## src/rtl/bfs_pkg.sv

```systemverilog
package bfs_pkg;
  typedef enum logic [1:0] {
    ST_IDLE = 2'd0,
    ST_LOAD = 2'd1,
    ST_TAIL = 2'd2,
    ST_DONE = 2'd3
  } bfs_state_e;
endpackage

```

## src/rtl/bfs_interval.sv

```systemverilog
// Repeating interval counter: last_o marks the final cycle of a LIMIT-cycle window.
module bfs_interval #(
  parameter int LIMIT = 3
) (
  input  logic clk,
  input  logic rst_n,
  input  logic clear_i,
  input  logic en_i,
  output logic last_o
);
  localparam int CW = (LIMIT > 1) ? $clog2(LIMIT) : 1;

  logic [CW-1:0] cnt_q, cnt_d;

  assign last_o = en_i && (cnt_q == CW'(LIMIT - 1));

  always_comb begin
    cnt_d = cnt_q;
    if (clear_i)     cnt_d = '0;
    else if (en_i)   cnt_d = last_o ? '0 : cnt_q + CW'(1);
  end

  always_ff @(posedge clk or negedge rst_n) begin
    if (!rst_n) cnt_q <= '0;
    else        cnt_q <= cnt_d;
  end
endmodule

```

## src/rtl/bfs_addr_gen.sv

```systemverilog
// Address generator: loads the start address and latches direction at load, steps on each byte.
module bfs_addr_gen #(
  parameter int ADDR_W = 16
) (
  input  logic              clk,
  input  logic              rst_n,
  input  logic              load_i,
  input  logic              dir_down_i,
  input  logic              step_i,
  output logic [ADDR_W-1:0] addr_o
);
  logic [ADDR_W-1:0] addr_q, addr_d;
  logic              down_q, down_d;

  always_comb begin
    addr_d = addr_q;
    down_d = down_q;
    if (load_i) begin
      down_d = dir_down_i;
      addr_d = dir_down_i ? {ADDR_W{1'b1}} : '0;
    end else if (step_i) begin
      addr_d = down_q ? addr_q - ADDR_W'(1) : addr_q + ADDR_W'(1);
    end
  end

  always_ff @(posedge clk or negedge rst_n) begin
    if (!rst_n) begin
      addr_q <= '0;
      down_q <= 1'b0;
    end else begin
      addr_q <= addr_d;
      down_q <= down_d;
    end
  end

  assign addr_o = addr_q;
endmodule

```

## src/rtl/boot_fetch_seq.sv

```systemverilog
module boot_fetch_seq
  import bfs_pkg::*;
#(
  parameter int ADDR_W      = 16,
  parameter int TOTAL_BYTES = 256,
  parameter int WAIT_CYCLES = 3,
  parameter int TAIL_CLKS   = 12,
  localparam int CNT_W      = $clog2(TOTAL_BYTES + 1)
) (
  input  logic              clk,
  input  logic              rst_n,
  input  logic              start_i,
  input  logic              dir_down_i,
  input  logic [7:0]        rom_data_i,
  output logic [ADDR_W-1:0] rom_addr_o,
  output logic              rom_addr_oe_o,
  output logic              rom_rd_o,
  output logic              hold_lo_n_o,
  output logic              hold_hi_o,
  output logic              tail_clk_o,
  output logic              done_o,
  output logic [7:0]        byte_o,
  output logic              byte_valid_o,
  output logic [CNT_W-1:0]  byte_cnt_o
);
  bfs_state_e       state_q, state_d;
  logic [CNT_W-1:0] cnt_q, cnt_d;
  logic [7:0]       byte_q, byte_d;
  logic             valid_q, valid_d;
  logic             acc_last, tail_last, capture, last_byte;
  logic             in_load, in_tail;

  assign in_load   = (state_q == ST_LOAD);
  assign in_tail   = (state_q == ST_TAIL);
  assign capture   = in_load && acc_last && !start_i;
  assign last_byte = capture && (cnt_q == CNT_W'(TOTAL_BYTES - 1));

  bfs_interval #(.LIMIT(WAIT_CYCLES)) u_access (
    .clk     (clk),
    .rst_n   (rst_n),
    .clear_i (start_i || capture),
    .en_i    (in_load),
    .last_o  (acc_last)
  );

  bfs_interval #(.LIMIT(TAIL_CLKS)) u_tail (
    .clk     (clk),
    .rst_n   (rst_n),
    .clear_i (!in_tail),
    .en_i    (in_tail),
    .last_o  (tail_last)
  );

  bfs_addr_gen #(.ADDR_W(ADDR_W)) u_addr (
    .clk        (clk),
    .rst_n      (rst_n),
    .load_i     (start_i),
    .dir_down_i (dir_down_i),
    .step_i     (capture),
    .addr_o     (rom_addr_o)
  );

  always_comb begin
    state_d = state_q;
    if (start_i) begin
      state_d = ST_LOAD;
    end else begin
      case (state_q)
        ST_LOAD: if (last_byte) state_d = ST_TAIL;
        ST_TAIL: if (tail_last) state_d = ST_DONE;
        default: state_d = state_q;
      endcase
    end
  end

  always_comb begin
    cnt_d   = cnt_q;
    byte_d  = byte_q;
    valid_d = capture;
    if (start_i) begin
      cnt_d = '0;
    end else if (capture) begin
      cnt_d  = cnt_q + CNT_W'(1);
      byte_d = rom_data_i;
    end
  end

  always_ff @(posedge clk or negedge rst_n) begin
    if (!rst_n) begin
      state_q <= ST_IDLE;
      cnt_q   <= '0;
      byte_q  <= '0;
      valid_q <= 1'b0;
    end else begin
      state_q <= state_d;
      cnt_q   <= cnt_d;
      byte_q  <= byte_d;
      valid_q <= valid_d;
    end
  end

  assign rom_rd_o      = in_load;
  assign rom_addr_oe_o = in_load;
  assign hold_hi_o     = in_load || in_tail;
  assign hold_lo_n_o   = !(in_load || in_tail);
  assign tail_clk_o    = in_tail;
  assign done_o        = (state_q == ST_DONE);
  assign byte_o        = byte_q;
  assign byte_valid_o  = valid_q;
  assign byte_cnt_o    = cnt_q;
endmodule

```

## config.mk

```make
export PLATFORM = sky130hd
export DESIGN_NAME = boot_fetch_seq
export DESIGN_NICKNAME = d
export VERILOG_FILES = /design/src/rtl/bfs_pkg.sv /design/src/rtl/bfs_interval.sv /design/src/rtl/bfs_addr_gen.sv /design/src/rtl/boot_fetch_seq.sv
export SDC_FILE = /design/constraint.sdc
export NUM_CORES = 1
export LEC_CHECK = 0
export ABC_CLOCK_PERIOD_IN_PS = 2400
export BUFFER_PORTS_ARGS = -buffer_cell sky130_fd_sc_hd__buf_4
export CORE_MARGIN = 2
export CORE_UTILIZATION = 50
export DETAILED_ROUTE_END_ITERATION = 7
export PLACE_DENSITY = 0.82
export SLEW_MARGIN = 20
export SYNTH_ARGS = -nofsm -noshare
export SYNTH_HDL_FRONTEND = slang
export SYNTH_SLANG_ARGS = --single-unit
```

## constraint.sdc

```tcl
create_clock -name clk -period 2.4 [get_ports clk]
set_clock_uncertainty 0.2 [all_clocks]
set_input_delay 0.12 -clock clk [delete_from_list [all_inputs] [get_ports clk]]
set_output_delay 0.12 -clock clk [all_outputs]
set_load 0.02 [all_outputs]
```

Yosys cells after proc, flatten, opt, wreduce, memory -nomap -nowiden

Cells that the tools add are included.
W data, S select, Z words.

Add/sub/neg operators: 5
Equality and inequality tests: 8
Mux-type cells: 15
Bitwise gates (word level): 1
Reduce and logical (&&, ||, !) cells: 14

Operator list:

| kind                    | number |
|---|---|
| $mux W16                | 4 |
| $mux W9                 | 2 |
| $add A16 B1 Y16 const B | 1 |
| $sub A16 B1 Y16 const B | 1 |
| $mux W2                 | 6 |
| $add A9 B1 Y9 const B   | 1 |
| $eq A9 B8 Y1 const B    | 1 |
| $mux W4                 | 2 |
| $eq A2 B2 Y1 const B    | 3 |
| $logic_and A1 B1 Y1     | 5 |
| $add A4 B1 Y4 const B   | 1 |
| $eq A4 B4 Y1 const B    | 1 |
| $pmux W2 S2             | 1 |
| $reduce_bool A2 Y1      | 2 |
| $ne A3 B2 Y1 const B    | 1 |
| $ne A3 B3 Y1 const B    | 1 |
| $reduce_and A3 Y1       | 1 |
| $reduce_bool A3 Y1      | 1 |
| $add A2 B1 Y2 const B   | 1 |
| $eq A2 B1 Y1 const B    | 1 |
| $logic_not A1 Y1        | 2 |
| $logic_or A1 B1 Y1      | 2 |
| $reduce_and A2 Y1       | 1 |
| $not A1 Y1              | 1 |

Flip-flop bits (word level): 43
Input bits: 12
Output and inout port bits: 40
Word-level logic and storage cells: 51

Longest topological paths before layout

Word-level depth: 8
Gate-level depth with buffers: 9
Gate-level depth less buffers: 8

By module

A second synthesis with hierarchy kept.

Cells, all modules: 290
Area total of the unflattened synthesis: 2753.9 sq um

By module, submodules not included:

| module                   | instances | cells an instance | area each (sq um) | seq. area each (sq um) |
|---|---|---|---|---|
| bfs_addr_gen             | 1         | 174               | 1470.2            | 425.4 |
| boot_fetch_seq           | 1         | 84                | 967.2             | 500.5 |
| bfs_interval at u_tail   | 1         | 23                | 219.0             | 100.1 |
| bfs_interval at u_access | 1         | 9                 | 97.6              | 50.0 |

Worst setup path after synthesis

Ideal clock, no wire load.

Path type: register to register
From: reg u_addr.down_q
To: reg u_addr.addr_q[15], in the netlist u_addr.addr_o[15]
Arrival time: 2.108 ns
Required time: 2.089 ns
Path slack: -0.020 ns
Stages on the path, launching flop included: 8
Buffers on the path: 0
Period minus slack after synthesis: 2.420 ns
Cell sequence: dfrtp_1 ha_1 a211o_1 a21oi_2 o21ai_2 a221oi_2 a21oi_1 a2111oi_2

Word-level cells in the longest chain between the ends: 3

Ends and longest elaborated chain:

| item                     | RTL line           | text |
|---|---|---|
| start: declaration       | bfs_addr_gen.sv:13 | `logic down_q, down_d;` |
| start signal: assignment | bfs_addr_gen.sv:32 | `down_q <= down_d;` |
| $mux W16                 | bfs_addr_gen.sv:22 | `addr_d = down_q ? addr_q - ADDR_W'(1) : addr_q + ADDR_W'(1);` |
| $mux W16                 | bfs_addr_gen.sv:21 | `end else if (step_i) begin` |
| $mux W16                 | bfs_addr_gen.sv:18 | `if (load_i) begin` |
| end signal: assignment   | bfs_addr_gen.sv:31 | `addr_q <= addr_d;` |
| end: declaration         | bfs_addr_gen.sv:12 | `logic [ADDR_W-1:0] addr_q, addr_d;` |

No other way between the ends. The select of a mux whose other input is x is not followed.
A chain may end at the register's enable or synchronous reset.

Worst setup path in the final report

Same ends and word-level chain as after synthesis.

==> flow_summary_export.csv <==
group,metric,value,unit
run_status,outcome,"completed",
sta,period_minus_slack,2350,ps
pwr,power.density,659,nW/µm²
route,dr.pass1.iters,4,
die,die_x,76.0,µm
placed_design,place_area,3100,µm²
grt,grt_pass1_wl,10400,µm
die,design.core.area,5040,µm²
die,ios,52,
worst_hold_path,hp-class,"input port to async pin",
critical_path,start_kind,"flop",
run,maxCapViolCount,0,
sta,max_slew_margin,63.5,%
finish,final_nets,376,
clock_network,clock_latency,300,ps
route,dr_wl_met3,280,µm
critical_path,endpoint_kind,"flop",
sta,finalHoldWorstSlack,146,ps
finish,fin_util,68.5,%
placed_design,globalplace.congestion,0.871,
sta,rsz0062_at_grt,"yes",
grt,antenna_found_initial,0,
die,die_h,76.0,µm
pwr,power.total,2.27,mW
logic_synthesis,async_flop_share,100,%
die,start_util,51.4,%
critical_path,critPathMostFrequentCell,"a21oi_1",
logic_synthesis,synth_warnings,0,
placed_design,dpl.hpwl,4090,µm
route,via_count,2315,
clock_network,clk_pin_slew,90,ps
finish,drive_gt1_share,29.4,%
route,wl_met1,2660,µm
critical_path,crit_fanout,9,
sta,worstMarginPinSlew,547,ps
route,drt_wl_total,6390,µm
sta,fmax,426,MHz
grt,gr-total-overflow,0,
route,met2_length,3360,µm
finish,diodes,0,
sta,fin_crit_sh,97.9,%
pwr,power_leakage,1.56,nW
route,dr.first_iter.drc_count,205,
logic_synthesis,synthesis.area,2590,µm²
clock_network,cts_max_level,2,
die,dieArea,5770,µm²
placed_design,io_buffer_count,51,
finish,syn_to_final_growth,33.3,%
logic_synthesis,synth_seq_cells,43,
finish,fin_area,3450,µm²
finish,fillCellCount,382,
clock_network,cts_root_buf,"clkbuf_8",
grt,grt_max_degree,44,
clock_network,cts.path.max_buffers,2,
logic_synthesis,synth_flop_cell,"dfrtp_1",
clock_network,numCtsBuffers,5,
grt,grt_pass1_vias,2293,
critical_path,critPathKind,"flop to flop",
route,via_per_inst,5.59,
finish,final_cell_mix,"buf_4, dfrtp_1, nand2_1",
pwr,ir_worst_vdd,508,µV
route,route.antenna.remaining_nets,0,
logic_synthesis,synth-seq-area-share,41.5,%
logic_synthesis,netlist_instances,270,
logic_synthesis,synth.distinct_cells,51,
critical_path,crit_slowest_cell,"dfrtp_2",
logic_synthesis,synth_area_per_cell,9.59,µm²
clock_network,cts_tree,"yes",
route,wire_per_inst,15.4,µm
die,rows,26,
sta,hold_viol_final,0,
finish,mostFrequentLayoutCell,"buf_4",
sta,report.final.setup_viol,0,
critical_path,worstPathCellList,"buf_4, ha_2, a21oi_1, o21ai_0, a221oi_2, a21oi_1, a2111oi_2",
route,top_layer_used,"met4",
critical_path,cpPeakStageDelay,490,ps
logic_synthesis,synth_enable_flop_cells,0,
critical_path,cp.required,2400,ps
logic_synthesis,synth_nets,303,
clock_network,cts.sinks,43,
grt,grtUsageTotal,21.8,%
sta,finalMaxSlewViolations,0,
route,drc,0,
critical_path,crit_arrival,2350,ps
## synth_stat cells (all sizes together), types with 4 or more instances
| master | n | area (µm²) |
|---|---|---|
| nand3 | 4 | 20.0 |
| dfrtp | 43 | 1080 |
| a21oi | 28 | 144 |
| buf | 5 | 28.8 |
| xnor2 | 9 | 78.8 |
| ha | 20 | 250 |
| clkbuf | 6 | 22.5 |
| a21o | 6 | 46.3 |
| nand4 | 8 | 50.1 |
| mux2 | 8 | 90.1 |
| o31ai | 5 | 37.5 |
| inv | 9 | 33.8 |
| xor2 | 8 | 70.1 |
| o21ai | 9 | 48.8 |
| a31oi | 7 | 43.8 |
| nor2 | 22 | 85.1 |
| nand2 | 30 | 113 |
## per-stage QoR
step / TNS (ps) / worst slack, ps / cells
6_report: 0 / 50.7 / 414
5_1_grt: -188 / -88.6 / 414
4_1_cts: 0 / 5.50 / 412
3_5_place_dp: -15.2 / -15.2 / 392
3_3_place_gp: 0 / 36.0 / 392
2_1_floorplan: 0 / 62.7 / 270
## flip-flops by register name, summed over array words and instances (netlist names)
name            cells
u_access.cnt_q      2
byte_cnt_o          9
state_q             2
byte_valid_o        1
u_tail.cnt_q        4
u_addr.addr_o      16
byte_o              8
u_addr.down_q       1
## metal layers
metal / vias to the layer above / track usage [%]
li1: 1118 / -
met1: 1131 / 27.2
met2: 56 / 38.3
met3: 10 / 3.79
met4: 0 / 7.27
met5: - / 0
## worst paths after layout
path | start | end | slack [ps] | cells past startpoint
worst max-delay path | u_addr.down_q$_DFFE_PN0P_ | u_addr.addr_o[15]$_DFFE_PN0N_ | 50 | 7
worst min-delay path | rst_n | byte_cnt_o[3]$_DFFE_PN0N_ | 150 | 2
worst max register to register | u_addr.down_q$_DFFE_PN0P_ | u_addr.addr_o[15]$_DFFE_PN0N_ | 50 | 7
worst min register to register | u_tail.cnt_q[0]$_DFF_PN0_ | u_tail.cnt_q[0]$_DFF_PN0_ | 270 | 1
max in group asynchronous | rst_n | u_addr.addr_o[1]$_DFFE_PN0N_ | 1460 | 2
min in group clk | u_tail.cnt_q[0]$_DFF_PN0_ | u_tail.cnt_q[0]$_DFF_PN0_ | 270 | 1
## layout make-up
type / instances / area, µm² / area share, %
clock inverter: 2 / 12.5 / 0.362
multi-input combinational: 207 / 1560 / 45.1
tap: 70 / 87.6 / 2.54
clock buffer: 6 / 72.6 / 2.10
sequential: 43 / 1080 / 31.2
timing repair buffer: 77 / 609 / 17.7
inverter: 9 / 33.8 / 0.979
## critical path: cells and delay by family, from the launching register on
family	cells	cell delay, ps
compound gates	5	1030
buf+inv	1	190
flops	1	490
fa+ha+maj	1	330
## report_power, final
group	internal, mW	switching [mW]	total [mW]
logic	0.434	0.482	0.916
registers	0.815	0.0805	0.896
clock network	0.204	0.260	0.463
total	1.45	0.822	2.27
## cell families after synthesis
| group | after synthesis | synth area share (%) |
|---|---|---|
| AOI/OAI and AO/OA | 72 | 18.6 |
| xor gates and xnor gates | 17 | 5.75 |
| adders and majority gates | 21 | 10.4 |
| buffers and inverters | 20 | 3.28 |
| DFF | 43 | 41.5 |
| muxes | 11 | 4.64 |
| and+or+nand+nor | 86 | 15.8 |
## timing repair
| item | in CTS | in global routing |
|---|---|---|
| pin swaps | 0 | 4 |
| buffers inserted | 1 | 2 |
| gates resized for setup | 1 | 26 |
| setup endpoints to repair | 2 | 8 |
| hold buffers | 11 | 0 |
| hold endpoints to repair | 55 | 0 |
No activity file was read; power rests on OpenSTA's default activity.
